==> src/rtl/dma_pkg.sv <==
package dma_pkg;
  typedef enum logic [1:0] {ST_IDLE, ST_REQ, ST_XFER, ST_REL} dma_state_e;

  localparam logic [1:0] SEL_ADDR = 2'd0;
  localparam logic [1:0] SEL_CNT  = 2'd1;
  localparam logic [1:0] SEL_CTRL = 2'd2;
  localparam logic [1:0] SEL_STAT = 2'd3;

  localparam int CTRL_DIR   = 0;
  localparam int CTRL_BURST = 1;
  localparam int CTRL_EN    = 2;
  localparam int CTRL_W     = 3;
endpackage

==> src/rtl/dma_regs.sv <==
module dma_regs
  import dma_pkg::*;
#(
  parameter int AW = 16,
  parameter int CW = 16,
  parameter int DW = 16
) (
  input  logic          clk_i,
  input  logic          rst_ni,
  input  logic          cs_i,
  input  logic [1:0]    sel_i,
  input  logic          rd_i,
  input  logic          wr_i,
  input  logic [DW-1:0] wdata_i,
  input  logic          bg_i,
  input  logic          word_done_i,
  output logic [DW-1:0] rdata_o,
  output logic [AW-1:0] addr_o,
  output logic          dir_o,
  output logic          burst_o,
  output logic          armed_o,
  output logic          last_o,
  output logic          irq_o
);
  logic [AW-1:0]     addr_q;
  logic [CW-1:0]     cnt_q;
  logic [CTRL_W-1:0] ctrl_q;
  logic              irq_q;
  logic              cpu_ok, we, ctrl_we;

  assign cpu_ok  = cs_i & ~bg_i;
  assign we      = cpu_ok & wr_i;
  assign ctrl_we = we & (sel_i == SEL_CTRL);

  always_ff @(posedge clk_i or negedge rst_ni) begin
    if (!rst_ni) begin
      addr_q <= '0;
      cnt_q  <= '0;
      ctrl_q <= '0;
      irq_q  <= 1'b0;
    end else if (word_done_i) begin
      addr_q <= addr_q + AW'(1);
      cnt_q  <= cnt_q - CW'(1);
      if (cnt_q == CW'(1)) irq_q <= 1'b1;
    end else if (we) begin
      case (sel_i)
        SEL_ADDR: addr_q <= AW'(wdata_i);
        SEL_CNT:  cnt_q  <= CW'(wdata_i);
        SEL_CTRL: begin
          ctrl_q <= wdata_i[CTRL_W-1:0];
          irq_q  <= 1'b0;
        end
        default: ;
      endcase
    end
  end

  always_comb begin
    rdata_o = '0;
    if (cpu_ok && rd_i) begin
      case (sel_i)
        SEL_ADDR: rdata_o = DW'(addr_q);
        SEL_CNT:  rdata_o = DW'(cnt_q);
        SEL_CTRL: rdata_o = DW'(ctrl_q);
        default:  rdata_o = DW'(irq_q);
      endcase
    end
  end

  assign addr_o  = addr_q;
  assign dir_o   = ctrl_q[CTRL_DIR];
  assign burst_o = ctrl_q[CTRL_BURST];
  assign armed_o = ctrl_q[CTRL_EN] & (cnt_q != '0);
  assign last_o  = (cnt_q == CW'(1));
  assign irq_o   = irq_q;

  AST_CNT_STEP: assert property (@(posedge clk_i) disable iff (!rst_ni)
    word_done_i |=> cnt_q == $past(cnt_q) - CW'(1));
  AST_ADDR_STEP: assert property (@(posedge clk_i) disable iff (!rst_ni)
    word_done_i |=> addr_q == $past(addr_q) + AW'(1));
  AST_IRQ_AT_ZERO: assert property (@(posedge clk_i) disable iff (!rst_ni)
    $rose(irq_q) |-> cnt_q == '0);
  AST_IRQ_CLEAR: assert property (@(posedge clk_i) disable iff (!rst_ni)
    $fell(irq_q) |-> $past(ctrl_we));
  AST_GRANT_LOCK: assert property (@(posedge clk_i) disable iff (!rst_ni)
    (bg_i && !word_done_i) |=> ($stable(addr_q) && $stable(cnt_q) && $stable(ctrl_q)));
endmodule

==> src/rtl/dma_seq.sv <==
module dma_seq
  import dma_pkg::*;
(
  input  logic clk_i,
  input  logic rst_ni,
  input  logic armed_i,
  input  logic last_i,
  input  logic burst_i,
  input  logic dreq_i,
  input  logic bg_i,
  output logic br_o,
  output logic xfer_o
);
  dma_state_e state_q, state_d;

  always_comb begin
    state_d = state_q;
    case (state_q)
      ST_IDLE: if (armed_i && dreq_i) state_d = ST_REQ;
      ST_REQ:  if (bg_i) state_d = ST_XFER;
      ST_XFER: begin
        // keep the bus only in burst mode with more words wanted
        if (last_i || !burst_i || !dreq_i) state_d = ST_REL;
      end
      ST_REL:  if (!bg_i) state_d = ST_IDLE;
      default: state_d = ST_IDLE;
    endcase
  end

  always_ff @(posedge clk_i or negedge rst_ni) begin
    if (!rst_ni) state_q <= ST_IDLE;
    else         state_q <= state_d;
  end

  assign br_o   = (state_q == ST_REQ) | (state_q == ST_XFER);
  assign xfer_o = (state_q == ST_XFER);

  AST_WAIT_GRANT: assert property (@(posedge clk_i) disable iff (!rst_ni)
    (state_q == ST_REQ && !bg_i) |=> !xfer_o);
  AST_NO_WORD_AT_ZERO: assert property (@(posedge clk_i) disable iff (!rst_ni)
    xfer_o |-> armed_i);
  AST_STEAL_DROP: assert property (@(posedge clk_i) disable iff (!rst_ni)
    (xfer_o && !burst_i) |=> !br_o);
  AST_BURST_HOLD: assert property (@(posedge clk_i) disable iff (!rst_ni)
    (xfer_o && burst_i && !last_i && dreq_i) |=> xfer_o);
  AST_NO_REQ_UNARMED: assert property (@(posedge clk_i) disable iff (!rst_ni)
    (state_q == ST_IDLE && !armed_i) |=> !br_o);
endmodule

==> src/rtl/dma_ctrl.sv <==
module dma_ctrl
  import dma_pkg::*;
#(
  parameter int AW = 16,
  parameter int CW = 16,
  parameter int DW = 16
) (
  input  logic          clk_i,
  input  logic          rst_ni,
  input  logic          cs_i,
  input  logic [1:0]    rs_i,
  input  logic          rd_i,
  input  logic          wr_i,
  input  logic [DW-1:0] cpu_wdata_i,
  output logic [DW-1:0] cpu_rdata_o,
  input  logic          dreq_i,
  output logic          dack_o,
  output logic          br_o,
  input  logic          bg_i,
  output logic          bus_oe_o,
  output logic [AW-1:0] mem_addr_o,
  output logic          mem_rd_o,
  output logic          mem_wr_o,
  output logic          irq_o
);
  logic [AW-1:0] addr;
  logic dir, burst, armed, last, xfer;

  dma_regs #(.AW(AW), .CW(CW), .DW(DW)) u_regs (
    .clk_i, .rst_ni, .cs_i, .sel_i(rs_i), .rd_i, .wr_i,
    .wdata_i(cpu_wdata_i), .bg_i, .word_done_i(xfer),
    .rdata_o(cpu_rdata_o), .addr_o(addr), .dir_o(dir), .burst_o(burst),
    .armed_o(armed), .last_o(last), .irq_o
  );

  dma_seq u_seq (
    .clk_i, .rst_ni, .armed_i(armed), .last_i(last), .burst_i(burst),
    .dreq_i, .bg_i, .br_o, .xfer_o(xfer)
  );

  assign dack_o     = xfer;
  assign bus_oe_o   = xfer;
  assign mem_addr_o = xfer ? addr : '0;
  assign mem_wr_o   = xfer & ~dir;
  assign mem_rd_o   = xfer & dir;

  AST_ONE_STROBE: assert property (@(posedge clk_i) disable iff (!rst_ni)
    $onehot0({mem_rd_o, mem_wr_o}));
  AST_STROBE_ACK: assert property (@(posedge clk_i) disable iff (!rst_ni)
    (mem_rd_o || mem_wr_o) |-> (dack_o && br_o));
endmodule

==> config.mk <==
export PLATFORM = sky130hd
export DESIGN_NAME = dma_ctrl
export DESIGN_NICKNAME = d
export VERILOG_FILES = /design/src/rtl/dma_pkg.sv /design/src/rtl/dma_regs.sv /design/src/rtl/dma_seq.sv /design/src/rtl/dma_ctrl.sv
export SDC_FILE = /design/constraint.sdc
export NUM_CORES = 1
export LEC_CHECK = 0
export ABC_AREA = 1
export BUFFER_PORTS_ARGS = -buffer_cell sky130_fd_sc_hd__buf_2
export CAP_MARGIN = 10
export CORE_ASPECT_RATIO = 1.5
export CORE_UTILIZATION = 27
export DETAILED_ROUTE_END_ITERATION = 16
export GPL_TIMING_DRIVEN = 0
export SYNTH_ARGS = -nofsm -noshare
export SYNTH_HDL_FRONTEND = slang
export SYNTH_SLANG_ARGS = --single-unit
export TNS_END_PERCENT = 20
==> constraint.sdc <==
create_clock -name clk_i -period 3.42 [get_ports clk_i]
set_input_delay 0.513 -clock clk_i [delete_from_list [all_inputs] [get_ports clk_i]]
set_output_delay 0.513 -clock clk_i [all_outputs]
set_load 0.03 [all_outputs]
# Word-level counts from Yosys, hierarchy flattened
# Index checks and enable logic that the tools add are counted.
# op_classes
addsub,2
n_eq_ne,11
n_mux,18
n_bitwise,9
reduce_logical,18
# ops
cell,count
16-bit 2-to-1 mux,8
16-bit case mux with 3 select lines,1
"16-bit by 1-bit adder with 16-bit output, second input constant",1
"16-bit by 1-bit == test with 1-bit output, second input constant",1
16-bit nonzero test,1
"16-bit by 1-bit subtractor with 16-bit output, second input constant",1
2-bit 2-to-1 mux,4
2-bit case mux with 4 select lines,1
2-bit nonzero test,4
"2-bit == test, second input constant",3
"2-bit by 1-bit != test with 1-bit output, second input constant",3
3-bit AND reduction,2
1-bit AND,5
"2-bit by 1-bit == test with 1-bit output, second input constant",2
2-bit zero test,2
1-bit 2-to-1 mux,4
"2-bit != test, second input constant",2
2-bit AND reduction,2
4-bit AND reduction,1
1-bit NOT,3
1-bit logical AND,2
1-bit zero test,2
1-bit logical OR,2
1-bit bitwise OR,1
# word_totals
reg_bits,38
out_inout_bits,38

# Longest topological paths before layout
# depth
ltp_word,5
ltp_mapped,11
mapped_depth_nobuf,10

# Modules after synthesis
# Synthesis repeated with hierarchy kept, for this count alone.
# unflattened
cells_unflattened,479
area_unflattened_um2,3045.4
# by_module_without_submodules
mod,n_inst,cells_per_inst,area_per_inst_um2,seq_area_each_um2
dma_regs,1,410,2646.3,900.9
dma_seq,1,30,222.7,50.0
dma_ctrl,1,39,176.4,0.0

# Worst setup path after synthesis
# Ideal clock, no wire load.
# synth_path
path_type,register to output
start,register u_seq.state_q[0]
end,output port mem_wr_o
arrival_time_ns,1.817
slack_ns,1.090
stages_incl_launch_ff,8
n_path_buf,3
cell_sequence,dfrtp_1 -> inv_1 -> ha_1 -> buf_4 -> inv_2 -> buf_6 -> buf_6 -> nor2_1
# synth_via
elab_chain_len,2
# synth_lines
element,line_no,source
start: declaration,dma_seq.sv:14,"dma_state_e state_q, state_d;"
start signal: assignment,dma_seq.sv:32,else state_q <= state_d;
2-bit == test,dma_seq.sv:36,assign xfer_o = (state_q == ST_XFER);
named net bus_oe_o,dma_ctrl.sv:20,"output logic bus_oe_o,"
1-bit AND,dma_ctrl.sv:44,assign mem_wr_o = xfer & ~dir;
end: declaration,dma_ctrl.sv:23,"output logic mem_wr_o,"
# The timed path passes the listed nets, and every way through them passes these cells.

# Worst setup path after layout
# layout_path
start,register u_seq.state_q[0]
end,output port mem_addr_o[2]
# layout_via
elab_chain_len,2
# layout_lines
element,line_no,source
2-bit == test,dma_seq.sv:36,
16-bit 2-to-1 mux,dma_ctrl.sv:43,assign mem_addr_o = xfer ? addr : '0;
end: declaration,dma_ctrl.sv:21,"output logic [AW-1:0] mem_addr_o,"
# Every way passes these cells.

==> metrics.txt <==
# TYPE chip_impl_metric gauge
chip_impl_info{name="start_kind",value="flip-flop"} 1
chip_impl_metric{name="clkLatencyLatePin",unit="ns"} 0.29
chip_impl_info{name="final_cell_mix",value="nand2_1, buf_2, inv_1, nor2_1, dfrtp_1"} 1
chip_impl_info{name="cpMaxStageDelayCell",value="dfrtp_1"} 1
chip_impl_metric{name="route.detailed.vias_per_inst",unit=""} 4.83
chip_impl_metric{name="fin_crit_sh",unit="%"} 80.4
chip_impl_metric{name="r2r.worst_path.cells",unit=""} 7
chip_impl_metric{name="antenna_violating_nets_post_route",unit=""} 0
chip_impl_metric{name="place_congestion",unit=""} 0.945
chip_impl_info{name="holdCritPathClass",value="input port to async pin"} 1
chip_impl_metric{name="synth_seq_cells",unit=""} 38
chip_impl_metric{name="fin_crit",unit="ns"} 2.75
chip_impl_metric{name="finClkSkew",unit="ns"} 0.00530
chip_impl_metric{name="timing.critical_path.fanout_max",unit=""} 10
chip_impl_metric{name="drt_first_pass_iters",unit=""} 4
chip_impl_info{name="most_frequent_cell_on_the_critical_path",value="buf_2"} 1
chip_impl_metric{name="final.setup.tns",unit="ns"} 0
chip_impl_metric{name="synthDominantCellAreaShare",unit="%"} 30.1
chip_impl_metric{name="netlist_area",unit="µm²"} 3150
chip_impl_metric{name="power.ir.vdd_worst",unit="µV"} 292
chip_impl_metric{name="post_synth.cell_area_avg",unit="µm²"} 6.44
chip_impl_metric{name="port_buf_inserts",unit=""} 62
chip_impl_info{name="crit_chain",value="inv_1 > ha_1 > buf_4 > buf_2 > buf_2 > nand2_1 > inv_1 > buf_2"} 1
chip_impl_metric{name="critical_path.n_buffers_inverters",unit=""} 6
chip_impl_metric{name="syn_to_final_growth",unit="%"} 20.5
chip_impl_metric{name="p_per_area",unit="nW/µm²"} 881
chip_impl_metric{name="worst_setup_hold_path_clk_slew",unit="ns"} 0.06
chip_impl_metric{name="relSlewSlack",unit="%"} 36.5
chip_impl_metric{name="hold_viol",unit=""} 0
chip_impl_metric{name="cts_setup_buffers",unit=""} 0
chip_impl_metric{name="leakage",unit="nW"} 2.04
chip_impl_metric{name="critPathArrivalTime",unit="ns"} 2.24
chip_impl_metric{name="dieArea",unit="µm²"} 12100
chip_impl_metric{name="synthesis.nets",unit=""} 523
chip_impl_metric{name="cts.path.max_buffers",unit=""} 2
chip_impl_metric{name="die_w",unit="µm"} 90.3
chip_impl_metric{name="die_y",unit="µm"} 134
chip_impl_metric{name="grt_start_max_net_pins",unit=""} 39
chip_impl_metric{name="vias",unit=""} 3430
chip_impl_info{name="critical_path_class",value="flip-flop to primary output"} 1
chip_impl_info{name="dominantRegCellSynth",value="dfrtp_1"} 1
chip_impl_metric{name="synth_enable_flop_cells",unit=""} 0
chip_impl_metric{name="maxCapViolations",unit=""} 0
chip_impl_metric{name="post_cts_repair_resize_count",unit=""} 0
chip_impl_info{name="root_buffer",value="clkbuf_16"} 1
chip_impl_metric{name="drt-initial-drc-count",unit=""} 266
chip_impl_metric{name="detailedPlacementHpwl",unit="µm"} 8020
chip_impl_metric{name="cts-buffers-inserted",unit=""} 5
chip_impl_metric{name="num-nets-final",unit=""} 592
chip_impl_metric{name="antenna_found_initial",unit=""} 0
chip_impl_metric{name="ctsHtreeMaxLevel",unit=""} 2
chip_impl_metric{name="grt_pass1_vias",unit=""} 3260
chip_impl_metric{name="cpPeakStageDelay",unit="ns"} 0.41
chip_impl_info{name="cp_top_family",value="buffers and inverters"} 1
chip_impl_metric{name="grt_overflow",unit=""} 0
chip_impl_metric{name="route.detailed.wl_per_inst",unit="µm"} 14.7
chip_impl_metric{name="async_flop_share",unit="%"} 100
chip_impl_metric{name="syn-instance-count",unit=""} 490
chip_impl_info{name="unrepaired_setup_endpoints_after_global_routing",value="false"} 1
chip_impl_info{name="status",value="finished clean"} 1
chip_impl_metric{name="timing.critical_path.depth",unit=""} 8
chip_impl_metric{name="final_max_slew_viol_count",unit=""} 0
chip_impl_metric{name="grt.total_usage",unit="%"} 18.0
chip_impl_metric{name="cts_hold_buffers",unit=""} 0
chip_impl_info{name="mostFrequentLayoutCell",value="nand2_1"} 1
chip_impl_metric{name="final_critical_path_setup_slack",unit="ns"} 0.670
chip_impl_info{name="cell_accounting_for_the_most_synthesized_area",value="dfrtp_1"} 1
chip_impl_metric{name="grt_pass1_wl",unit="µm"} 16800
chip_impl_metric{name="placedCellCount",unit=""} 702
chip_impl_metric{name="max_slew.worst_pin.slew",unit="ns"} 0.953
chip_impl_metric{name="required",unit="ns"} 2.91
chip_impl_info{name="synth.top_cells.by_area",value="dfrtp_1, nand2_1, inv_1"} 1
chip_impl_metric{name="antenna-diode-count",unit=""} 0
chip_impl_metric{name="final_layout_size_suffix_gt1_share",unit="%"} 20.9
chip_impl_metric{name="clock_sink_count",unit=""} 38
chip_impl_metric{name="number_of_library_cell_types_mapped_by_synthesis",unit=""} 41
chip_impl_metric{name="route.detailed.drc",unit=""} 0
chip_impl_info{name="setup.worst_path.end_class",value="primary output"} 1
chip_impl_metric{name="yosysSeqAreaShare",unit="%"} 30.1
chip_impl_metric{name="core_area",unit="µm²"} 11500
chip_impl_metric{name="setup_viol_count_final",unit=""} 0
chip_impl_metric{name="number_of_rows_created_at_floorplan",unit=""} 48
chip_impl_metric{name="ys.warnings.count",unit=""} 0
chip_impl_metric{name="wl",unit="µm"} 10400
chip_impl_metric{name="floorplan.io_pins",unit=""} 63
chip_impl_info{name="cts_tree",value="done"} 1
chip_impl_metric{name="max_freq",unit="MHz"} 364
chip_impl_metric{name="starting_density_of_the_core",unit="%"} 27.5
chip_impl_metric{name="post-place-ws",unit="ns"} 0.960
chip_impl_metric{name="count_of_placed_standard_cells_in_the_final_layout_fillers_left_out",unit=""} 710
[sequential cells by signal, indices dropped and copies added, names as in the netlist]
register / cells
u_regs.addr_o: 16
u_regs.cnt_q: 16
u_regs.ctrl_q: 3
u_seq.state_q: 2
u_regs.irq_o: 1
[cells in the mapped netlist, drive strengths merged, types with 3 or more instances]
| master | number |
|---|---|
| a21oi | 27 |
| o211ai | 6 |
| o21ai | 25 |
| a22oi | 3 |
| nand2 | 178 |
| buf | 13 |
| ha | 8 |
| nand4 | 5 |
| inv | 68 |
| dfrtp | 38 |
| nor2 | 66 |
| nand3 | 27 |
| nor3 | 9 |
| o221ai | 3 |
[metrics by stage]
step                power, mW  hold slack, ns  cell area, µm²  util (%)
finish                   3.35           0.365            3800      33.1
global route             3.63           0.458            3800      33.1
CTS                      3.35           0.410            3800      33.1
detailed placement       2.85           0.516            3650      31.8
global placement         2.82           0.510            3650      31.8
floorplan                2.30           0.217            3150         -
[report_power, final]
part	switching (mW)	internal, mW
registers	0.330	0.674
clock network	0.202	0.290
logic	1.23	0.622
total	1.76	1.59
[final timing paths]
kind | start | to | slack, ns
max | u_seq.state_q[0] | mem_addr_o[2] | 0.67
min | rst_ni | u_regs.ctrl_q[0] | 0.37
max reg2reg | u_seq.state_q[0] | u_regs.cnt_q[8] | 1.48
min reg2reg | u_regs.cnt_q[1] | u_regs.cnt_q[1] | 0.53
max in group asynchronous | rst_ni | u_regs.addr_o[12] | 2.46
min in group clk_i | cpu_wdata_i[2] | u_regs.ctrl_q[2] | 0.47
[per-layer routing]
layer	wire length, µm	share of wire [%]	GRT usage (%)	up-vias
met4	301	2.9	9.05	0
met3	619	5.9	2.55	17
met2	4940	47	30.1	131
met5	0	0	0	-
li1	-	-	-	1691
met1	4550	44	22.7	1591
[cells by family after synthesis]
logic type / after synthesis / share of synthesized area, %
and+or+nand+nor: 287 / 40.1
AOI/OAI and AO/OA: 71 / 14.0
buffers and inverters: 84 / 12.0
adders and majority gates: 8 / 3.17
xor gates and xnor gates: 2 / 0.555
DFF: 38 / 30.1
[cell type report]
type | instances | area (µm²)
Fill cell | 1257 | 7670
Multi-Input combinational cell | 368 | 1830
Sequential cell | 38 | 951
Timing Repair Buffer | 62 | 310
Inverter | 69 | 264
Tap cell | 150 | 188
Clock buffer | 7 | 143
Buffer | 15 | 114
Clock inverter | 1 | 5.00
No activity file was read; power rests on OpenSTA's default activity.
